`src/rtl/clkdiv_pkg.sv`:
```
`timescale 1ns/1ps
package clkdiv_pkg;

    // width of each divide field
    localparam int unsigned FIELD_W = 3;
    // largest exponent the divider supports (factor 2^LOG_MAX)
    localparam int unsigned LOG_MAX = 7;
    // counter holds 0 .. 2*2^LOG_MAX - 1, one spare bit for the last-value math
    localparam int unsigned CNT_W   = LOG_MAX + 2;
    localparam int unsigned SHIFT_W = $clog2(LOG_MAX + 1);

    typedef logic [FIELD_W-1:0] field_t;
    typedef logic [SHIFT_W-1:0] shift_t;
    typedef logic [CNT_W-1:0]   count_t;

    typedef enum logic [1:0] {
        PM_NORM_HI = 2'b00,
        PM_DOZE_HI = 2'b01,
        PM_NORM_LO = 2'b10,
        PM_DOZE_LO = 2'b11
    } pwr_mode_e;

    typedef struct packed {
        count_t cnt;
        shift_t shift;
        logic   ph1;
        logic   ph2;
    } phase_state_t;

    typedef struct packed {
        logic div2;
        logic odd;
        logic ph1;
        logic ph2;
    } bus_state_t;

endpackage

```
`src/rtl/clkdiv_ratio_sel.sv`:
```
`timescale 1ns/1ps
module clkdiv_ratio_sel
    import clkdiv_pkg::*;
(
    input  logic [1:0] pwr_mode_i,
    input  field_t     hi_i,
    input  field_t     lo_i,
    output shift_t     shift_o
);

    localparam logic [FIELD_W:0] CAP_W = (FIELD_W + 1)'(LOG_MAX);

    logic [FIELD_W:0] lo_plus;
    logic [FIELD_W:0] hi_ext;

    always_comb begin
        lo_plus = {1'b0, lo_i} + {{FIELD_W{1'b0}}, 1'b1};
        hi_ext  = {1'b0, hi_i};
        if (pwr_mode_i[1]) begin
            // low-frequency modes: exponent is field + 1, capped
            shift_o = (lo_plus > CAP_W) ? shift_t'(CAP_W) : shift_t'(lo_plus);
        end else begin
            // high-frequency modes: exponent is the field itself
            shift_o = (hi_ext > CAP_W) ? shift_t'(CAP_W) : shift_t'(hi_ext);
        end
    end

endmodule

```
`src/rtl/clkdiv_phase_gen.sv`:
```
`timescale 1ns/1ps
module clkdiv_phase_gen
    import clkdiv_pkg::*;
(
    input  logic   clk_i,
    input  logic   rst_i,
    input  shift_t shift_sel_i,
    output logic   ph1_o,
    output logic   ph2_o,
    output logic   ph1_nxt_o,
    output logic   ph2_nxt_o,
    output logic   wrap_o
);

    phase_state_t s_d, s_q;
    count_t       last_w;
    count_t       half_d;
    logic         wrap_w;

    always_comb begin
        s_d    = s_q;
        last_w = (count_t'(2) << s_q.shift) - count_t'(1);
        wrap_w = (s_q.cnt == last_w);
        if (wrap_w) begin
            // a new period starts: only here does a new factor get in
            s_d.cnt   = '0;
            s_d.shift = shift_sel_i;
        end else begin
            s_d.cnt   = s_q.cnt + count_t'(1);
        end
        half_d = count_t'(1) << s_d.shift;
        s_d.ph1 = (s_d.cnt == '0);
        s_d.ph2 = (s_d.cnt == half_d);
    end

    always_ff @(posedge clk_i) begin
        if (rst_i) begin
            // counter parked on the last count of a divide-by-one period
            s_q <= '{cnt: count_t'(1), shift: '0, ph1: 1'b0, ph2: 1'b0};
        end else begin
            s_q <= s_d;
        end
    end

    assign ph1_o     = s_q.ph1;
    assign ph2_o     = s_q.ph2;
    assign ph1_nxt_o = s_d.ph1;
    assign ph2_nxt_o = s_d.ph2;
    assign wrap_o    = wrap_w;

    // phases never overlap
    a_r2_no_overlap: assert property (@(posedge clk_i) disable iff (rst_i)
        !(s_q.ph1 && s_q.ph2));

    // first phase is active for exactly one cycle
    a_r2_ph1_one_cycle: assert property (@(posedge clk_i) disable iff (rst_i)
        s_q.ph1 |=> !s_q.ph1);

    // the applied factor only moves on a period start
    a_r6_change_at_boundary: assert property (@(posedge clk_i) disable iff (rst_i)
        !$stable(s_q.shift) |-> s_q.ph1);

endmodule

```
`src/rtl/clkdiv_bus_stage.sv`:
```
`timescale 1ns/1ps
module clkdiv_bus_stage
    import clkdiv_pkg::*;
(
    input  logic clk_i,
    input  logic rst_i,
    input  logic bus_div_i,
    input  logic sys_wrap_i,
    input  logic sys_ph1_nxt_i,
    input  logic sys_ph2_nxt_i,
    input  logic sys_ph1_i,
    input  logic sys_ph2_i,
    output logic bus_ph1_o,
    output logic bus_ph2_o
);

    bus_state_t b_d, b_q;

    always_comb begin
        b_d = b_q;
        if (sys_wrap_i) begin
            if (!b_q.div2 || b_q.odd) begin
                // bus period boundary: accept a new bus setting
                b_d.div2 = bus_div_i;
                b_d.odd  = 1'b0;
            end else begin
                b_d.odd  = 1'b1;
            end
        end
        b_d.ph1 = sys_ph1_nxt_i && !b_d.odd;
        b_d.ph2 = sys_ph2_nxt_i && (!b_d.div2 || b_d.odd);
    end

    always_ff @(posedge clk_i) begin
        if (rst_i) begin
            b_q <= '{div2: 1'b0, odd: 1'b0, ph1: 1'b0, ph2: 1'b0};
        end else begin
            b_q <= b_d;
        end
    end

    assign bus_ph1_o = b_q.ph1;
    assign bus_ph2_o = b_q.ph2;

    // bus first phase only active with system first phase
    a_r8_bus_ph1_aligned: assert property (@(posedge clk_i) disable iff (rst_i)
        b_q.ph1 |-> sys_ph1_i);

    // bus second phase only active with system second phase
    a_r8_bus_ph2_aligned: assert property (@(posedge clk_i) disable iff (rst_i)
        b_q.ph2 |-> sys_ph2_i);

    // undivided bus tracks the system phases exactly
    a_r7_bus_follows: assert property (@(posedge clk_i) disable iff (rst_i)
        !b_q.div2 |-> (b_q.ph1 == sys_ph1_i && b_q.ph2 == sys_ph2_i));

endmodule

```
`src/rtl/clkdiv_pwr_top.sv`:
```
`timescale 1ns/1ps
module clkdiv_pwr_top
    import clkdiv_pkg::*;
(
    input  logic               clk_i,
    input  logic               hard_rst_i,
    input  logic [1:0]         pwr_mode_i,
    input  logic [FIELD_W-1:0] div_hi_i,
    input  logic [FIELD_W-1:0] div_lo_i,
    input  logic               bus_div_i,
    output logic               sys_ph1_o,
    output logic               sys_ph2_o,
    output logic               bus_ph1_o,
    output logic               bus_ph2_o
);

    shift_t shift_sel;
    logic   ph1_nxt;
    logic   ph2_nxt;
    logic   sys_wrap;

    clkdiv_ratio_sel ratio_i (
        .pwr_mode_i (pwr_mode_i),
        .hi_i       (div_hi_i),
        .lo_i       (div_lo_i),
        .shift_o    (shift_sel)
    );

    clkdiv_phase_gen phase_i (
        .clk_i       (clk_i),
        .rst_i       (hard_rst_i),
        .shift_sel_i (shift_sel),
        .ph1_o       (sys_ph1_o),
        .ph2_o       (sys_ph2_o),
        .ph1_nxt_o   (ph1_nxt),
        .ph2_nxt_o   (ph2_nxt),
        .wrap_o      (sys_wrap)
    );

    clkdiv_bus_stage bus_i (
        .clk_i         (clk_i),
        .rst_i         (hard_rst_i),
        .bus_div_i     (bus_div_i),
        .sys_wrap_i    (sys_wrap),
        .sys_ph1_nxt_i (ph1_nxt),
        .sys_ph2_nxt_i (ph2_nxt),
        .sys_ph1_i     (sys_ph1_o),
        .sys_ph2_i     (sys_ph2_o),
        .bus_ph1_o     (bus_ph1_o),
        .bus_ph2_o     (bus_ph2_o)
    );

endmodule

```
`config.mk`:
```
export PLATFORM = sky130hd
export DESIGN_NAME = clkdiv_pwr_top
export DESIGN_NICKNAME = d
export VERILOG_FILES = /design/src/rtl/clkdiv_pkg.sv /design/src/rtl/clkdiv_ratio_sel.sv /design/src/rtl/clkdiv_phase_gen.sv /design/src/rtl/clkdiv_bus_stage.sv /design/src/rtl/clkdiv_pwr_top.sv
export SDC_FILE = /design/constraint.sdc
export NUM_CORES = 1
export LEC_CHECK = 0
export ABC_AREA = 0
export BUFFER_PORTS_ARGS = -buffer_cell sky130_fd_sc_hd__buf_2
export CAP_MARGIN = 10
export CORE_MARGIN = 2
export CORE_UTILIZATION = 25
export DETAILED_ROUTE_END_ITERATION = 8
export GPL_TIMING_DRIVEN = 0
export PLACE_DENSITY = 0.38
export SLEW_MARGIN = 20
export SYNTH_ARGS = -nofsm -noshare
export SYNTH_HDL_FRONTEND = slang
export SYNTH_SLANG_ARGS = --single-unit
```
`constraint.sdc`:
```
create_clock -name clk_i -period 3.4 [get_ports clk_i]
set_clock_uncertainty 0.05 [all_clocks]
set_input_delay 0.34 -clock clk_i [delete_from_list [all_inputs] [get_ports clk_i]]
set_output_delay 0.34 -clock clk_i [all_outputs]
set_load 0.02 [all_outputs]
```
==> key figures <==
Run status
  • Outcome: finished, final reports clean

Placement
  • Detailed placement HPWL: 2.894 mm
  • DP Area: 1536 um2
  • Port buffer count: 13
  • Routability Congestion: 0.7872
  • Placed cells: 264
  • Dpl ws: -0.1635 ns

Timing
  • Pins Over Slew Limit: 0
  • Final setup fails: 0
  • Final hold violation count: 0
  • Setup ws final: 0.1228 ns
  • Worst-Margin Slew: 0.5550 ns
  • Min Tclk post-route: 3.277 ns
  • Period Utilization, post-route: 96.39%
  • Slew headroom: 63.00%
  • Max Clock Freq: 305.1 MHz

Critical path
  • Critical Path Start: phase_i.s_q[2]
  • CP max FO: 10
  • CP most frequent cell: buf_4
  • Crit path required time: 3.54 ns
  • Reg-to-reg startpoint: phase_i.s_q[2]
  • Worst Path Arrival: 3.41 ns
  • R2R setup slack: 0.12 ns
  • Instance count on the critical path: 11
  • RR Endpoint: bus_i.bus_ph2_o
  • Slowest CP cell: or4b_1
  • R2R cell count: 11
  • Startpoint types: register
  • Worst path cell trace: clkbuf_1, or3_4, ha_2, or4b_1, o311ai_1, xor2_1, buf_4, buf_4, or3_1, mux2i_1, a211oi_2
  • Buf/Inv on CP: 3
  • Cell family with most CP delay: simple AND/OR/NAND/NOR gates
  • CP Capture Type: register
  • Critical Path Sink: bus_i.bus_ph2_o
  • Setup CP Type: reg2reg
  • Crit-path max cell delay: 0.48 ns

Route
  • Metal3 WL: 120 um
  • Number of DRC markers in iteration 0: 61
  • M1 WL: 1.896 mm
  • WL per Instance: 14.58 um
  • First-pass iteration count of the detailed router: 4
  • Post-Route WL: 3.952 mm
  • Highest metal used: met4
  • Vias: 1392
  • Vias per cell: 5.137
  • DR WL met2: 1.871 mm
  • Remaining routing DRC violations: 0
  • ANT nets after route: 0

Pwr
  • Logic gate share of total power: 67.0%
  • Net Sw Power: 637.6 uW
  • Total power: 1.416 mW
  • Sequential share of power: 20.2%
  • Clock group share of total power: 12.7%
  • Worst VDD drop: 0.3066 mV
  • Internal cell power: 777.9 uW
  • Sw Ratio: 45.05%
  • Power per cell area: 869.6 nW/um2
  • Leak pwr: 0.6075 nW

CTS
  • Clock Path Buffers: 2
  • CTS buffer count: 3
  • Cts hold-fix bufs: 0
  • Root Buffer Master: clkbuf_8
  • Skew-Pair Late Insertion Delay: 0.26 ns
  • Reg clk slew, reported paths: 0.07 ns
  • H-tree depth: 1
  • CTS sink cnt: 18
  • CTS tree: built

Global routing
  • GRT Util Overall: 13.58%
  • GRT overflow: 0
  • First-pass GRT wire length: 6.589 mm
  • Largest net degree at the start of global routing: 11
  • Vias in the first global route: 1401
  • Initial antenna violation count: 0

Die
  • Total Die Area: 6136 um2
  • Die X: 78.33 um
  • Initial Utilization: 25.56%
  • Number of top-level pins: 15
  • Core area: 5405 um2
  • Die Ht: 78.33 um
  • Site row count: 27

Final layout
  • Commonest non-fill, non-tap cell in the layout: dfxtp_1
  • Most frequent cells in the layout: 18 x dfxtp_1, 16 x buf_2, 15 x nor2_1
  • Share of layout cells above drive strength 1: 17.59%
  • Area delta synth->final: 17.84%
  • Nets: 214
  • Antenna Cells: 0
  • Final Non-Filler Cells: 271
  • Design area: 1628 um2

Synth
  • Synth Flop Type: dfxtp_1
  • Sequential share of the synthesized area: 26.09%
  • Ys async rst share: 0%
  • Synthesized area per cell: 7.717 um2
  • Post-synth EDFFs: 0
  • Syn Inst Count: 179
  • Synth Cell Area: 1381 um2
  • Yosys reg bits: 18
  • Netlist cell types: 50
  • Post-synthesis net count: 193
  • Yosys warning total: 0

Hold path
  • Min-Delay Path Class: in2reg

Run
  • Max-cap violation count: 0
-- state kept, by name, summed over array words and instances (netlist names) --
signal / flops
bus_i.b_q: 2
bus_i.bus_ph1_o: 1
bus_i.bus_ph2_o: 1
phase_i.ph1_o: 1
phase_i.ph2_o: 1
phase_i.s_q: 12
-- power by group through the flow --
stage / Sequential (mW) / Clock (mW) / Combinational [mW]
after floorplan: 0.297 / 0 / 0.667
after global placement: 0.289 / 0 / 0.874
after detailed placement: 0.289 / 0 / 0.873
after CTS: 0.285 / 0.186 / 0.938
after global routing: 0.291 / 0.194 / 1.06
final: 0.286 / 0.180 / 0.949
-- worst register-to-register path, cell delays in order (launching register included) --
cell and delay (ns):
dfxtp_1 0.38, clkbuf_1 0.25, or3_4 0.47, ha_2 0.24
or4b_1 0.48, o311ai_1 0.13, xor2_1 0.11, buf_4 0.17
buf_4 0.13, or3_1 0.42, mux2i_1 0.19, a211oi_2 0.19
-- cells by family (layout without fill, tap and decap cells) --
logic type      Yosys count  count (layout)  synth area share [%]
buf+inv                  17              37                 4.982
mux                       4               4                 2.989
fa+ha+maj                 3               3                 2.718
simple gates             76              76                 30.71
xor+xnor                 14              14                 8.877
compound gates           47              47                 23.64
flops                    18              18                 26.09
-- metal layers --
layer	track usage, %	vias to the layer above
met1	18.03	654
met4	4.737	0
met2	23.19	26
li1	-	705
met5	0	-
met3	1.034	7
-- through the flow --
| step | hold WS (ns) | TNS, ns | utilization (%) |
|---|---|---|---|
| global placement | 0.4992 | -0.2187 | 28.43 |
| finish | 0.2455 | 0 | 30.12 |
| global route | 0.2394 | -0.01715 | 30.12 |
| floorplan | 0.3685 | 0 | - |
| detailed placement | 0.5016 | -0.2972 | 28.43 |
| CTS | 0.2377 | 0 | 29.95 |
-- worst min-delay path by stage --
| stage | to | slack, ns | cells after the start | startpoint |
|---|---|---|---|---|
| final | phase_i.s_q[10] | 0.25 | 2 | hard_rst_i |
| after global routing | phase_i.s_q[10] | 0.24 | 2 | hard_rst_i |
| after CTS | phase_i.s_q[9] | 0.24 | 2 | hard_rst_i |
| after detailed placement | bus_i.b_q[2] | 0.50 | 2 | bus_i.b_q[2] |
| after global placement | bus_i.b_q[2] | 0.50 | 2 | bus_i.b_q[2] |
| after floorplan | phase_i.s_q[10] | 0.37 | 1 | hard_rst_i |
-- layout make-up --
cell class / instances / area, um2
plain buffers: 12 / 52.55
clock buffers: 4 / 55.05
fillers: 608 / 3777
inverters: 5 / 18.77
multi-input cells: 144 / 963.4
flip-flops and latches: 18 / 360.3
well taps: 72 / 90.09
repair buffers: 16 / 87.58
-- cells in the mapped netlist, drive strengths merged (2+ instances only) --
cell	count	area, um2
clkbuf	10	37.54
nor2	15	56.30
o2111ai	3	26.28
nand3	8	40.04
a31oi	3	18.77
dfxtp	18	360.4
a211o	2	17.52
nor2b	9	56.30
nor3	10	61.31
nand4	3	18.77
mux2i	3	30.03
ha	3	37.54
nand2	10	37.54
or4	3	26.27
or4b	2	20.02
inv	5	18.77
nand3b	2	15.01
xor2	7	61.31
or3	4	25.02
a211oi	5	42.54
and3	4	25.02
buf	2	12.51
o21ai	9	45.04
a21oi	11	55.05
xnor2	7	61.31
nor4	2	12.51
-- repair_timing --
item / in CTS / in global routing
buffers inserted: 3 / 0
setup endpoints to repair: 7 / 4
hold endpoints to repair: 0 / 0
pin swaps: 1 / 0
gates resized for setup: 3 / 4
No activity file was read; power rests on OpenSTA's default activity.
